<file path="src/rtl/spi_cmdq_pkg.sv">
package spi_cmdq_pkg;
    localparam int WORD_W     = 32;
    localparam int NUM_CS     = 4;
    localparam int CS_IDX_W   = 2;
    localparam int SIZE_W     = 5;
    localparam int CMD_SIZE_LSB = 0;
    localparam int CMD_HOLD_BIT = 21;
    localparam int CMD_CS_LSB   = 24;

    typedef struct packed {
        logic              is_cmd;
        logic [WORD_W-1:0] payload;
    } qentry_t;

    typedef enum logic [0:0] {ST_IDLE, ST_SHIFT} eng_state_t;
endpackage

</file>
<file path="src/rtl/spi_cmdq_fifo.sv">
module spi_cmdq_fifo #(
    parameter int W     = 32,
    parameter int DEPTH = 8
) (
    input  logic         clk,
    input  logic         rst_n,
    input  logic         push,
    input  logic [W-1:0] wdata,
    input  logic         pop,
    output logic [W-1:0] rdata,
    output logic         empty,
    output logic         full
);
    localparam int AW = (DEPTH > 1) ? $clog2(DEPTH) : 1;
    localparam int CW = $clog2(DEPTH + 1);

    typedef struct packed {
        logic [DEPTH-1:0][W-1:0] mem;
        logic [AW-1:0]           wp;
        logic [AW-1:0]           rp;
        logic [CW-1:0]           cnt;
    } fifo_st_t;

    fifo_st_t q, d;
    logic do_push, do_pop;

    assign full  = (q.cnt == CW'(DEPTH));
    assign empty = (q.cnt == '0);
    assign rdata = q.mem[q.rp];

    always_comb begin
        d       = q;
        do_push = push && !full;
        do_pop  = pop && !empty;
        if (do_push) begin
            d.mem[q.wp] = wdata;
            d.wp = (q.wp == AW'(DEPTH - 1)) ? '0 : q.wp + 1'b1;
        end
        if (do_pop) begin
            d.rp = (q.rp == AW'(DEPTH - 1)) ? '0 : q.rp + 1'b1;
        end
        case ({do_push, do_pop})
            2'b10:   d.cnt = q.cnt + 1'b1;
            2'b01:   d.cnt = q.cnt - 1'b1;
            default: d.cnt = q.cnt;
        endcase
    end

    always_ff @(posedge clk) begin
        if (!rst_n) q <= '0;
        else        q <= d;
    end

    assert_cnt_bound_R8: assert property (@(posedge clk) disable iff (!rst_n)
        q.cnt <= CW'(DEPTH));
    assert_full_hold_R8: assert property (@(posedge clk) disable iff (!rst_n)
        (full && !pop) |=> full);
endmodule

</file>
<file path="src/rtl/spi_cmdq_engine.sv">
module spi_cmdq_engine
    import spi_cmdq_pkg::*;
#(
    parameter int HALF = 2
) (
    input  logic               clk,
    input  logic               rst_n,
    input  logic               tx_valid,
    input  qentry_t            tx_entry,
    output logic               tx_pop,
    input  logic               rx_full,
    output logic               rx_push,
    output logic [WORD_W-1:0]  rx_word,
    input  logic               miso,
    output logic               sck,
    output logic               mosi,
    output logic [NUM_CS-1:0]  cs_n
);
    localparam int TW = $clog2(HALF + 1);

    typedef struct packed {
        eng_state_t          st;
        logic                sck;
        logic [TW-1:0]       tmr;
        logic [SIZE_W-1:0]   left;
        logic [WORD_W-1:0]   sh;
        logic [WORD_W-1:0]   rx;
        logic [SIZE_W-1:0]   size;
        logic [CS_IDX_W-1:0] idx;
        logic                hold;
        logic                cs_act;
    } eng_t;

    eng_t q, d;
    logic [SIZE_W-1:0]   n_size;
    logic [CS_IDX_W-1:0] n_idx;
    logic                n_hold;

    assign n_size = tx_entry.payload[CMD_SIZE_LSB +: SIZE_W];
    assign n_idx  = tx_entry.payload[CMD_CS_LSB +: CS_IDX_W];
    assign n_hold = tx_entry.payload[CMD_HOLD_BIT];

    always_comb begin
        d       = q;
        tx_pop  = 1'b0;
        rx_push = 1'b0;
        case (q.st)
            ST_IDLE: begin
                if (tx_valid) begin
                    if (tx_entry.is_cmd) begin
                        tx_pop   = 1'b1;
                        d.size   = n_size;
                        d.idx    = n_idx;
                        d.hold   = n_hold;
                        d.cs_act = q.cs_act && n_hold && (n_idx == q.idx);
                    end else if (!rx_full) begin
                        tx_pop   = 1'b1;
                        d.sh     = tx_entry.payload << (5'd31 - q.size);
                        d.rx     = '0;
                        d.left   = q.size;
                        d.tmr    = '0;
                        d.sck    = 1'b0;
                        d.cs_act = 1'b1;
                        d.st     = ST_SHIFT;
                    end
                end
            end
            default: begin
                if (q.tmr == TW'(HALF - 1)) begin
                    d.tmr = '0;
                    d.sck = !q.sck;
                    if (!q.sck) begin
                        d.rx = {q.rx[WORD_W-2:0], miso};
                    end else if (q.left == '0) begin
                        d.st     = ST_IDLE;
                        rx_push  = 1'b1;
                        d.cs_act = q.hold;
                    end else begin
                        d.left = q.left - 1'b1;
                        d.sh   = q.sh << 1;
                    end
                end else begin
                    d.tmr = q.tmr + 1'b1;
                end
            end
        endcase
    end

    always_ff @(posedge clk) begin
        if (!rst_n) begin
            q      <= '0;
            q.size <= SIZE_W'(7);
        end else begin
            q <= d;
        end
    end

    assign sck     = q.sck;
    assign mosi    = q.sh[WORD_W-1];
    assign rx_word = q.rx;

    for (genvar i = 0; i < NUM_CS; i++) begin : g_cs
        assign cs_n[i] = !(q.cs_act && (q.idx == CS_IDX_W'(i)));
    end

    assert_sck_idle_R1: assert property (@(posedge clk) disable iff (!rst_n)
        (q.st == ST_IDLE) |-> !q.sck);
    assert_cs_steady_R4: assert property (@(posedge clk) disable iff (!rst_n)
        (q.st == ST_SHIFT && $past(q.st) == ST_SHIFT) |-> (q.cs_act && $stable(q.idx)));
    assert_no_rx_overrun_R7: assert property (@(posedge clk) disable iff (!rst_n)
        rx_push |-> !rx_full);
    assert_cmd_idle_R3: assert property (@(posedge clk) disable iff (!rst_n)
        (tx_pop && tx_entry.is_cmd) |-> (q.st == ST_IDLE));
endmodule

</file>
<file path="src/rtl/spi_cmdq_master.sv">
module spi_cmdq_master
    import spi_cmdq_pkg::*;
#(
    parameter int QDEPTH  = 8,
    parameter int RXDEPTH = 4,
    parameter int HALF    = 2
) (
    input  logic        clk,
    input  logic        rst_n,
    input  logic        data_wr,
    input  logic [31:0] data_in,
    input  logic        cmd_wr,
    input  logic [31:0] cmd_in,
    output logic        q_full,
    output logic        err,
    output logic        sck,
    output logic        mosi,
    input  logic        miso,
    output logic [3:0]  cs_n,
    input  logic        rx_rd,
    output logic [31:0] rx_data,
    output logic        rx_valid
);
    typedef struct packed { logic err; } top_t;
    top_t q, d;

    qentry_t              wr_entry, tx_head;
    logic                 wr_any, tx_empty, tx_pop;
    logic                 rx_push, rx_full, rx_empty;
    logic [WORD_W-1:0]    rx_word;

    assign wr_any   = cmd_wr || data_wr;
    assign wr_entry = cmd_wr ? qentry_t'({1'b1, cmd_in}) : qentry_t'({1'b0, data_in});

    always_comb begin
        d = q;
        if ((wr_any && q_full) || (cmd_wr && data_wr)) d.err = 1'b1;
    end

    always_ff @(posedge clk) begin
        if (!rst_n) q <= '0;
        else        q <= d;
    end

    assign err = q.err;

    spi_cmdq_fifo #(.W($bits(qentry_t)), .DEPTH(QDEPTH)) u_txq (
        .clk(clk), .rst_n(rst_n), .push(wr_any), .wdata(wr_entry),
        .pop(tx_pop), .rdata(tx_head), .empty(tx_empty), .full(q_full));

    spi_cmdq_engine #(.HALF(HALF)) u_eng (
        .clk(clk), .rst_n(rst_n), .tx_valid(!tx_empty), .tx_entry(tx_head),
        .tx_pop(tx_pop), .rx_full(rx_full), .rx_push(rx_push), .rx_word(rx_word),
        .miso(miso), .sck(sck), .mosi(mosi), .cs_n(cs_n));

    spi_cmdq_fifo #(.W(WORD_W), .DEPTH(RXDEPTH)) u_rxq (
        .clk(clk), .rst_n(rst_n), .push(rx_push), .wdata(rx_word),
        .pop(rx_rd), .rdata(rx_data), .empty(rx_empty), .full(rx_full));

    assign rx_valid = !rx_empty;

    assert_one_cs_R4: assert property (@(posedge clk) disable iff (!rst_n)
        $countones(~cs_n) <= 1);
    assert_err_sticky_R8: assert property (@(posedge clk) disable iff (!rst_n)
        err |=> err);
    assert_dual_write_R9: assert property (@(posedge clk) disable iff (!rst_n)
        (cmd_wr && data_wr) |=> err);
endmodule

</file>
<file path="config.mk">
export PLATFORM = sky130hd
export DESIGN_NAME = spi_cmdq_master
export DESIGN_NICKNAME = d
export VERILOG_FILES = /design/src/rtl/spi_cmdq_pkg.sv /design/src/rtl/spi_cmdq_fifo.sv /design/src/rtl/spi_cmdq_engine.sv /design/src/rtl/spi_cmdq_master.sv
export SDC_FILE = /design/constraint.sdc
export NUM_CORES = 1
export LEC_CHECK = 0
export BUFFER_PORTS_ARGS = -buffer_cell sky130_fd_sc_hd__buf_2
export CORE_MARGIN = 2
export CORE_UTILIZATION = 40
export CTS_BUF_LIST = sky130_fd_sc_hd__clkbuf_4 sky130_fd_sc_hd__clkbuf_8
export DETAILED_ROUTE_END_ITERATION = 12
export GPL_TIMING_DRIVEN = 0
export PLACE_DENSITY = 0.55
export SLEW_MARGIN = 10
export SYNTH_ARGS = -nofsm -noshare
export SYNTH_HDL_FRONTEND = slang
export SYNTH_SLANG_ARGS = --single-unit
</file>
<file path="constraint.sdc">
create_clock -name clk -period 3.12 [get_ports clk]
set_input_delay 0.156 -clock clk [delete_from_list [all_inputs] [get_ports clk]]
set_output_delay 0.156 -clock clk [all_outputs]
set_load 0.005 [all_outputs]
</file>
==> qor.txt <==
status - completed
CP endpoint kind - flip-flop
1st-iter DRT viols - 1412
Finished Layout Cells - 3428
WS Path Type - reg -> reg
fmax - 325 MHz
Final period util - 98.6%
GR Layer Usage met2 - 45.1%
CTS Buf Count - 87
Via-to-Cell Ratio - 5.77
Async S/R FF share, synth - 0%
GR met1 Demand/Resource - 32.0%
top cells by count, synth - nand2_1 (579), dfxtp_1 (492), o211a_1 (260), clkbuf_1 (178), a21boi_0 (133)
largest net degree at the start of global routing - 13
number of global-route vias before repair - 19800
area leader, netlist - dfxtp_1
Yosys top cell area share - 42.0%
Worst Path Max Fanout - 10
Port-buffer cells - 108
Power Dens Cells - 750 nW/µm²
dominant cells by area after synthesis - dfxtp_1 (42%), o211a_1 (11%), mux4_2 (10%)
most numerous cell in the Yosys netlist - nand2_1
unrepaired setup endpoints after global routing - true
I/O pin count - 111
crit path max-delay cell type - mux4_2
Slew HR - 31.7%
CTS Buffer Depth - 3
nets@finish - 2689
routed len/inst - 23.3 µm
critical path, cell by cell - buf_6 -> buf_12 -> buf_4 -> mux4_2 -> mux4_2 -> a22oi_4 -> mux2_4 -> o221ai_2 -> a221o_1 -> a21o_1
largest stage delay on the critical path - 0.54 ns
crit start category - flip-flop
Routability Congestion - 0.918
core area - 57800 µm²
synthesis-to-finish area growth - 16.4%
ant diodes - 0
first-pass GRT wire length - 120000 µm
Max Cap Viol - 0
pre-CTS WS - -0.525 ns
row cnt - 88
min Tclk post-route - 3.08 ns
syn_area_per_cell - 9.85 µm²
Syn Nets - 2467
Leak - 12.7 nW
Root Buffer - clkbuf_8
Detail Placement HPWL - 55800 µm
synth warn - 0
cell count after synthesis - 2381
EDFF count, synth - 0
Most Frequent Cell on Critical Path - mux4_2
dpl cells - 3254
Starting Density - 40.6%
GR Overflow Total - 0
Final Util - 47.2%
worst vdd ir - 385 µV
worst path required time - 3.70 ns
initial antenna violation count - 1
Hold Path Class - in -> reg
Die Y - 246 µm
Post-synth top flop - dfxtp_1
CP Buf/Inv Count - 3
sequential area share after synthesis - 42.0%
busiest metal layer after global routing - met2
Worst-Margin Slew - 1.02 ns
CP arrival - 3.66 ns
H-tree lvl count - 3
total die area - 60600 µm²
share of cells above drive strength 1 - 19.1%
antenna-violating nets left - 0
DRC viols - 0
Die W - 246 µm
delay-heaviest family, CP - multiplexers
synth unique cells - 80
WL final - 80000 µm
via count - 19800
final worst slack - 0.0429 ns
TritonRoute pass-1 iters - 6
CTS sink cnt - 492
worst-skew pair later-pin latency - 0.69 ns
Hold Vio Cnt, Final - 0
clock-pin slew on the worst setup and hold paths - 0.06 ns
Total Routing Usage GR - 26.1%
Final Max Tran Viols - 0
TritonCTS clock tree - built
met3 Track Usage GR - 4.66%
cell area after synthesis - 23500 µm²
Yosys reg bits - 492
setup violators final - 0
clock skew - 0.0361 ns
layout make-up:
| type | instances | area [µm²] |
|---|---|---|
| timing repair buffer | 133 | 776 |
| inverter | 17 | 68.8 |
| sequential | 492 | 9850 |
| clock buffer | 135 | 1650 |
| fill | 5522 | 30500 |
| multi-input combinational | 1653 | 12800 |
| buffer | 219 | 1050 |
| tap | 765 | 957 |
| clock inverter | 14 | 119 |
placed cells by master (no fill, tap or decap), types with 10 or more instances in the layout:
cell type and instances:
nor2b_1 64, buf_2 118, clkbuf_1 163, o21ai_1 11, buf_1 10, a22oi_1 41, inv_1 16, and2_1 17
mux2i_4 11, ha_1 14, a21oi_1 29, o211ai_1 11, clkbuf_4 34, dfxtp_1 490, clkbuf_2 17, buf_4 21
clkbuf_8 101, o21ai_0 34, nor2_1 44, mux2_2 30, o211a_1 260, nand2_1 578, mux2i_1 71, nor3_1 18
a21boi_0 133, mux4_2 106, nand3_1 17
metrics by stage:
stage	power, W	cell area, µm²	setup TNS [ns]	hold slack, ns
2_1_floorplan	0.0116	23500	0	0.341
3_3_place_gp	0.0137	25000	-10.63	0.448
3_5_place_dp	0.0138	25000	-15.25	0.455
4_1_cts	0.0202	27100	0	0.00243
5_1_grt	0.0213	27300	-0.0475	0.0336
6_report	0.0205	27300	0	0.0352
metal layers:
layer  part of all wire [%]  routed length [µm]  up-vias
met5                      0                   0        -
met4                    3.9                3150        0
met3                    6.1                4890      196
met2                     48               38800      744
met1                     41               33200     9759
li1                       -                   -     9087
worst register-to-register path: cells and delay by family (launching register included):
kind	cells	cell delay [ns]
compound gates	4	0.94
flops	1	0.34
mux	3	1.31
buf+inv	3	0.43
final timing paths:
kind	from	end	slack (ns)	depth (start not counted)
max	u_txq.q[4]$_SDFFE_PN0P_	u_eng.q[71]$_SDFFE_PN0P_	0.04	10
min	data_in[23]	u_txq.q[231]$_SDFFE_PN0P_	0.04	4
max reg2reg	u_txq.q[4]$_SDFFE_PN0P_	u_eng.q[71]$_SDFFE_PN0P_	0.04	10
min reg2reg	u_rxq.q[124]$_SDFFE_PN0P_	u_rxq.q[124]$_SDFFE_PN0P_	0.46	2
flip-flops by register name (all words and copies together) (netlist names):
register / cells
u_eng.rx_word: 32
u_eng.sck: 1
u_eng.q: 48
u_eng.mosi: 1
err: 1
u_txq.q: 274
u_rxq.q: 135
cells by family (layout without fill, tap and decap cells):
group | count (synthesis) | in the layout | synth area share [%]
compound gates | 605 | 605 | 21.8
xor+xnor | 10 | 10 | 0.373
fa+ha+maj | 17 | 17 | 0.928
buf+inv | 236 | 518 | 4.25
flops | 492 | 492 | 42.0
mux | 241 | 241 | 16.6
simple gates | 780 | 780 | 14.1
power by group:
group	switching [W]	leakage (nW)	internal, W	total [W]
Clock	0.00275	0.945	0.00343	0.00618
Sequential	0.000359	3.99	0.00685	0.00721
Combinational	0.00430	7.73	0.00278	0.00708
timing repair:
action                                 CTS  global route
hold buffers                             7             0
setup endpoints to repair               96           258
buffers inserted                         2            15
gates resized for setup                 65            45
pin swaps                                1             5
gates cloned                             0             1
endpoints found under the hold margin   19             0
No activity file was read; power rests on OpenSTA's default activity.
